<file path="config.mk">
export PLATFORM = sky130hd
export DESIGN_NAME = wp_guard
export DESIGN_NICKNAME = d
export VERILOG_FILES = /design/src/rtl/wpg_pkg.sv /design/src/rtl/wpg_pin_sampler.sv /design/src/rtl/wpg_region_decode.sv /design/src/rtl/wpg_permit.sv /design/src/rtl/wp_guard.sv
export SDC_FILE = /design/constraint.sdc
export NUM_CORES = 1
export LEC_CHECK = 0
export BUFFER_PORTS_ARGS = -buffer_cell sky130_fd_sc_hd__buf_2
export CAP_MARGIN = 25
export CORE_AREA = 3 3 40 42
export CTS_CLUSTER_DIAMETER = 40
export DETAILED_ROUTE_END_ITERATION = 16
export DIE_AREA = 0 0 43 45
export GPL_ROUTABILITY_DRIVEN = 0
export SYNTH_ARGS = -nofsm -noshare
export SYNTH_HDL_FRONTEND = slang
export SYNTH_SLANG_ARGS = --single-unit
</file>
<file path="constraint.sdc">
create_clock -name clk -period 1.2 [get_ports clk]
set_input_delay 0.06 -clock clk [delete_from_list [all_inputs] [get_ports clk]]
set_output_delay 0.06 -clock clk [all_outputs]
set_load 0.01 [all_outputs]
</file>
<file path="src/rtl/wpg_pkg.sv">
package wpg_pkg;

    typedef enum logic [1:0] {
        GUARD_NONE    = 2'b00,
        GUARD_QUARTER = 2'b01,
        GUARD_HALF    = 2'b10,
        GUARD_ALL     = 2'b11
    } guard_e;

    typedef struct packed {
        logic sel_prev;
        logic wp_hold;
    } pin_state_t;

    typedef struct packed {
        logic arr_ok;
        logic sr_ok;
    } permit_t;

endpackage

</file>
<file path="src/rtl/wpg_pin_sampler.sv">
module wpg_pin_sampler
    import wpg_pkg::*;
(
    input  logic clk,
    input  logic rst_n,
    input  logic sel_n,
    input  logic wp_n,
    output logic wp_now,
    output logic wp_held
);

    pin_state_t st_d, st_q;

    always_comb begin
        st_d          = st_q;
        st_d.sel_prev = sel_n;
        if (st_q.sel_prev && !sel_n) begin
            st_d.wp_hold = wp_n;
        end
    end

    always_ff @(posedge clk or negedge rst_n) begin
        if (!rst_n) begin
            st_q.sel_prev <= 1'b1;
            st_q.wp_hold  <= 1'b0;
        end else begin
            st_q <= st_d;
        end
    end

    assign wp_now  = st_d.wp_hold;
    assign wp_held = st_q.wp_hold;

endmodule

</file>
<file path="src/rtl/wpg_region_decode.sv">
module wpg_region_decode
    import wpg_pkg::*;
#(
    parameter int ADDR_W = 16
) (
    input  logic [1:0]        guard,
    input  logic [ADDR_W-1:0] addr,
    output logic              guarded
);

    localparam int TOP = ADDR_W - 1;

    logic in_quarter;
    logic in_half;

    generate
        if (ADDR_W >= 2) begin : g_wide
            assign in_quarter = &addr[TOP -: 2];
            assign in_half    = addr[TOP];
        end else begin : g_narrow
            assign in_quarter = 1'b0;
            assign in_half    = addr[TOP];
        end
    endgenerate

    always_comb begin
        unique case (guard_e'(guard))
            GUARD_NONE:    guarded = 1'b0;
            GUARD_QUARTER: guarded = in_quarter;
            GUARD_HALF:    guarded = in_half;
            GUARD_ALL:     guarded = 1'b1;
            default:       guarded = 1'b1;
        endcase
    end

endmodule

</file>
<file path="src/rtl/wpg_permit.sv">
module wpg_permit
    import wpg_pkg::*;
(
    input  logic    active,
    input  logic    wr_req,
    input  logic    wr_to_status,
    input  logic    wel,
    input  logic    prot_en,
    input  logic    wp_eff,
    input  logic    guarded,
    output permit_t permit
);

    logic attempt;
    logic sr_unlocked;

    always_comb begin
        attempt       = active && wr_req && wel;
        sr_unlocked   = !prot_en || wp_eff;
        permit.arr_ok = attempt && !wr_to_status && !guarded;
        permit.sr_ok  = attempt && wr_to_status && sr_unlocked;
    end

endmodule

</file>
<file path="src/rtl/wp_guard.sv">
module wp_guard
    import wpg_pkg::*;
#(
    parameter int ADDR_W = 16
) (
    input  logic              clk,
    input  logic              rst_n,
    input  logic              sel_n,
    input  logic              wp_n,
    input  logic              wel,
    input  logic              prot_en,
    input  logic [1:0]        guard,
    input  logic              wr_req,
    input  logic              wr_to_status,
    input  logic [ADDR_W-1:0] wr_addr,
    output logic              arr_wr_ok,
    output logic              sr_wr_ok,
    output logic              wp_seen
);

    logic    wp_now;
    logic    guarded;
    permit_t permit_d, permit_q;

    wpg_pin_sampler u_pin (
        .clk     (clk),
        .rst_n   (rst_n),
        .sel_n   (sel_n),
        .wp_n    (wp_n),
        .wp_now  (wp_now),
        .wp_held (wp_seen)
    );

    wpg_region_decode #(.ADDR_W(ADDR_W)) u_region (
        .guard   (guard),
        .addr    (wr_addr),
        .guarded (guarded)
    );

    wpg_permit u_permit (
        .active       (!sel_n),
        .wr_req       (wr_req),
        .wr_to_status (wr_to_status),
        .wel          (wel),
        .prot_en      (prot_en),
        .wp_eff       (wp_now),
        .guarded      (guarded),
        .permit       (permit_d)
    );

    always_ff @(posedge clk or negedge rst_n) begin
        if (!rst_n) begin
            permit_q <= '0;
        end else begin
            permit_q <= permit_d;
        end
    end

    assign arr_wr_ok = permit_q.arr_ok;
    assign sr_wr_ok  = permit_q.sr_ok;

endmodule

</file>
==> impl.org <==
** Final layout
- Number of filler cells placed in the layout :: 131
- After routing the design area is 334 um^2.
- For this run, the post-layout net count is 61.
- Final core occ :: 26.0%
- The area growth from synthesis to layout is 67.9%.
- 0 antenna diodes ended up in the layout.
- Fraction of final layout cells sized beyond drive strength 1 :: 64.7%
- The library cells used most frequently in the layout, excluding fill and tap cells, are 14 x sky130_fd_sc_hd__buf_2, 3 x sky130_fd_sc_hd__dfrtp_1, 3 x sky130_fd_sc_hd__clkbuf_4.
- Leaving out fill and tap cells, the most frequent cell in the layout is sky130_fd_sc_hd__buf_2.

** Floorplanning
- Core area :: 1280 um^2
- FP Rows :: 13
- The die covers 1940 um^2.
- Initial cell density of the core :: 15.5%
- Die boundary height :: 45 um
- Num ports :: 29
- Die X-Extent :: 43 um

** Yosys
- After synthesis, flip-flops and latches occupy 50.9% of the total area.
- Summing the areas of all fa, ha and maj instances in the mapped netlist gives 0% of the synthesized area.
- Portion of synthesized cell area occupied by the leading cell type :: 37.7%
- Post-synthesis simple-gate area fraction :: 29.6%
- The average instance in the mapped netlist occupies 14.2 um^2.
- The cell area that synthesis handed to floorplanning was 199 um^2.
- Number of cells produced by synthesis :: 14
- By area, the combinational part of the netlist is dominated by simple AND/OR/NAND/NOR gates.
- In this run, synthesis produced a sequential element count of 4.
- Summing the areas of all compound-gate instances in the mapped netlist gives 11.9% of the synthesized area.
- In the synthesized netlist, mux cells make up 7.55% of the area.
- Leading post-synthesis cells by cell area :: sky130_fd_sc_hd__dfrtp_1 38%, sky130_fd_sc_hd__dfstp_2 13%, sky130_fd_sc_hd__mux2_4 7.5%, sky130_fd_sc_hd__nand2b_4 6.9%, sky130_fd_sc_hd__a211oi_2 6.3%
- Post-synthesis cell type count :: 12
- Number of warnings reported in the yosys synthesis log :: 0
- Synthesized net count :: 40
- XOR/XNOR share of the synthesized area :: 0%
- The biggest area contributor in the post-synthesis netlist is sky130_fd_sc_hd__dfrtp_1.

** Critical path
- The worst setup path is launched from an input pin.
- Kind of end point of the critical path :: flop
- The slowest stage of the critical path belongs to the cell sky130_fd_sc_hd__dlygate4sd3_1.
- Worst setup path category :: input pin to flop
- In this run the number of cells on the critical path is 4.
- The cell family contributing the most delay on the critical path is buffers and inverters.
- For this run, the slowest stage of the critical path takes 0.53 ns.
- For the worst setup path, the data arrival time is 1.16 ns.
- The number of cells on the worst reg-to-reg path is 2.
- Maximum fanout count along the critical path :: 5
- List of cells traversed by the critical path :: dlygate4sd3_1 -> buf_2 -> nand2b_4 -> mux2_4
- Worst Path Buf+Inv :: 2
- Worst endpoint required time :: 1.32 ns

** Routing
- DR vias :: 185
- In the routed design, unresolved DRC markers number 0.
- DRT Wirelength :: 459 um
- Routed via count divided by cell count :: 3.78
- For this run, the detailed router's first-pass iteration total came to 1.
- Initial DRC Count :: 0
- Avg WL per Cell :: 9.37 um
- Once detail routing completed, the nets flagged for antenna violations numbered 0.

** Power
- Sw frac :: 23.1%
- Peak ir drop on the vdd network :: 0.509 mV
- Static power due to leakage :: 0.179 nW
- Of the total power, registers draw 37.5%.
- In this run the power density over the cells is 1210 nW/um^2.
- Summed over all nets, the switching power comes to 0.0932 mW.
- Combinational share of power :: 15.3%
- Internal power of the cells :: 0.309 mW
- The clock network is responsible for 47.3% of the overall power.

** Timing
- At the pin with the least slew margin, the transition time is 0.148 ns.
- The count of final hold-check violations came to 0.
- Minimum period implied by the final worst setup slack :: 1.05 ns
- Skew final :: 0.00806 ns
- Setup slack closes at 0.152 ns.
- Total of endpoints with negative setup slack in the final report :: 0
- After layout, the worst path uses 87.3% of the clock period.
- Relative slew margins :: 90.1%
- Setup repair after global routing left no endpoint under its margin.
- After routing, the total negative slack on setup checks comes to 0 ns.
- Achievable Freq :: 0.954 GHz
- Pins Over Slew Limit :: 0

** Clock network
- The number of setup buffers added after CTS is 0.
- Hold buffers post-CTS :: 2
- In this run the number of H-tree levels came out at 1.
- CTS clock-pin slew for the worst setup and hold paths :: 0.04 ns
- Clock insertion delay at the later pin of the skew report :: 0.24 ns
- Number of gates given a new drive strength after cts :: 0
- Clk buf depth :: 2
- The tree is rooted in a sky130_fd_sc_hd__clkbuf_4.
- Sinks on Clock Net :: 4
- TritonCTS built the clock tree.
- Cts bufs inserted :: 3

** Placed design
- Dpl cell area :: 288 um^2
- At the placement stage, the worst setup path has a slack of 0.198 ns.
- IO Port Bufs :: 14

** Min path
- Cells on Worst Hold Path :: 2
- The worst hold path belongs to the class input pin to flop.

** Global route
- Entering global routing, the biggest net connects 6 pins.
- The via count of the first global-routing pass came to 213.
- Grt total ovfl :: 0
- The initial antenna violation count is 0.
- Global routing consumed, over all layers together, 6.35% of the routing resources.
- Wire length of the first global-routing pass :: 821 um

** Status
- The run finished with clean final reports.

** Job
- Number of maximum-capacitance constraint violations :: 0
-- worst register-to-register path: stages (launching register included) --
cell and delay (ns):
sky130_fd_sc_hd__dfstp_2 0.54, sky130_fd_sc_hd__nand2b_4 0.06, sky130_fd_sc_hd__mux2_4 0.29
-- state kept, by name, summed over array words and instances (netlist names) --
register,count
u_pin.wp_held,1
u_pin.st_q,1
sr_wr_ok,1
arr_wr_ok,1
-- power groups by stage --
stage / registers [mW] / clock network [mW] / logic, mW
after global routing: 0.152 / 0.213 / 0.0691
final: 0.151 / 0.190 / 0.0614
after CTS: 0.151 / 0.200 / 0.0626
after floorplan: 0.155 / 0 / 0.0229
after global placement: 0.153 / 0 / 0.0566
after detailed placement: 0.153 / 0 / 0.0575
-- cells by family after synthesis --
group and count (synthesis):
AND/OR/NAND/NOR 6, flip-flops 4, AO/OA/AOI/OAI 3, multiplexers 1
-- synthesized netlist by cell type, drive strengths merged --
master / number
dfstp: 1
and3b: 1
o21ai: 1
and3: 1
and4bb: 1
a211oi: 1
nand2b: 1
a31oi: 1
mux2: 1
and2b: 1
dfrtp: 3
nand4b: 1
-- per-stage QoR --
step	power [mW]	hold slack [ns]	std cells
final	0.403	0.0714	49
after detailed placement	0.210	-0.129	43
after floorplan	0.178	-0.236	14
after global placement	0.209	-0.131	43
after global routing	0.434	0.0669	49
after CTS	0.413	0.0634	49
-- final cells by class --
cell class | instances | area [um^2] | area share [%]
flip-flops and latches | 4 | 101 | 30.3
multi-input cells | 10 | 97.6 | 29.2
repair buffers | 16 | 90.1 | 27.0
clock buffers | 4 | 26.3 | 7.87
well taps | 15 | 18.8 | 5.62
-- path summary, 6_finish.rpt --
kind | endpoint | slack, ns | start
max | u_pin.wp_held$_DFF_PN0_ | 0.15 | sel_n
min | u_pin.wp_held$_DFF_PN0_ | 0.07 | wp_n
max reg2reg | u_pin.wp_held$_DFF_PN0_ | 0.19 | u_pin.st_q[1]$_DFF_PN1_
min reg2reg | sr_wr_ok$_DFF_PN0_ | 0.53 | u_pin.st_q[1]$_DFF_PN1_
max in group asynchronous | u_pin.st_q[1]$_DFF_PN1_ | 0.83 | rst_n
min in group asynchronous | sr_wr_ok$_DFF_PN0_ | 0.15 | rst_n
-- routing by layer --
metal | GRT usage (%) | up-vias | share of wire (%)
met4 | 1.81 | 0 | 0
met2 | 8.98 | 17 | 32
met5 | 0 | - | 0
met1 | 6.34 | 74 | 47
met3 | 6.77 | 0 | 20
li1 | - | 94 | -
Note: power is estimated with default switching activity, not from simulation.
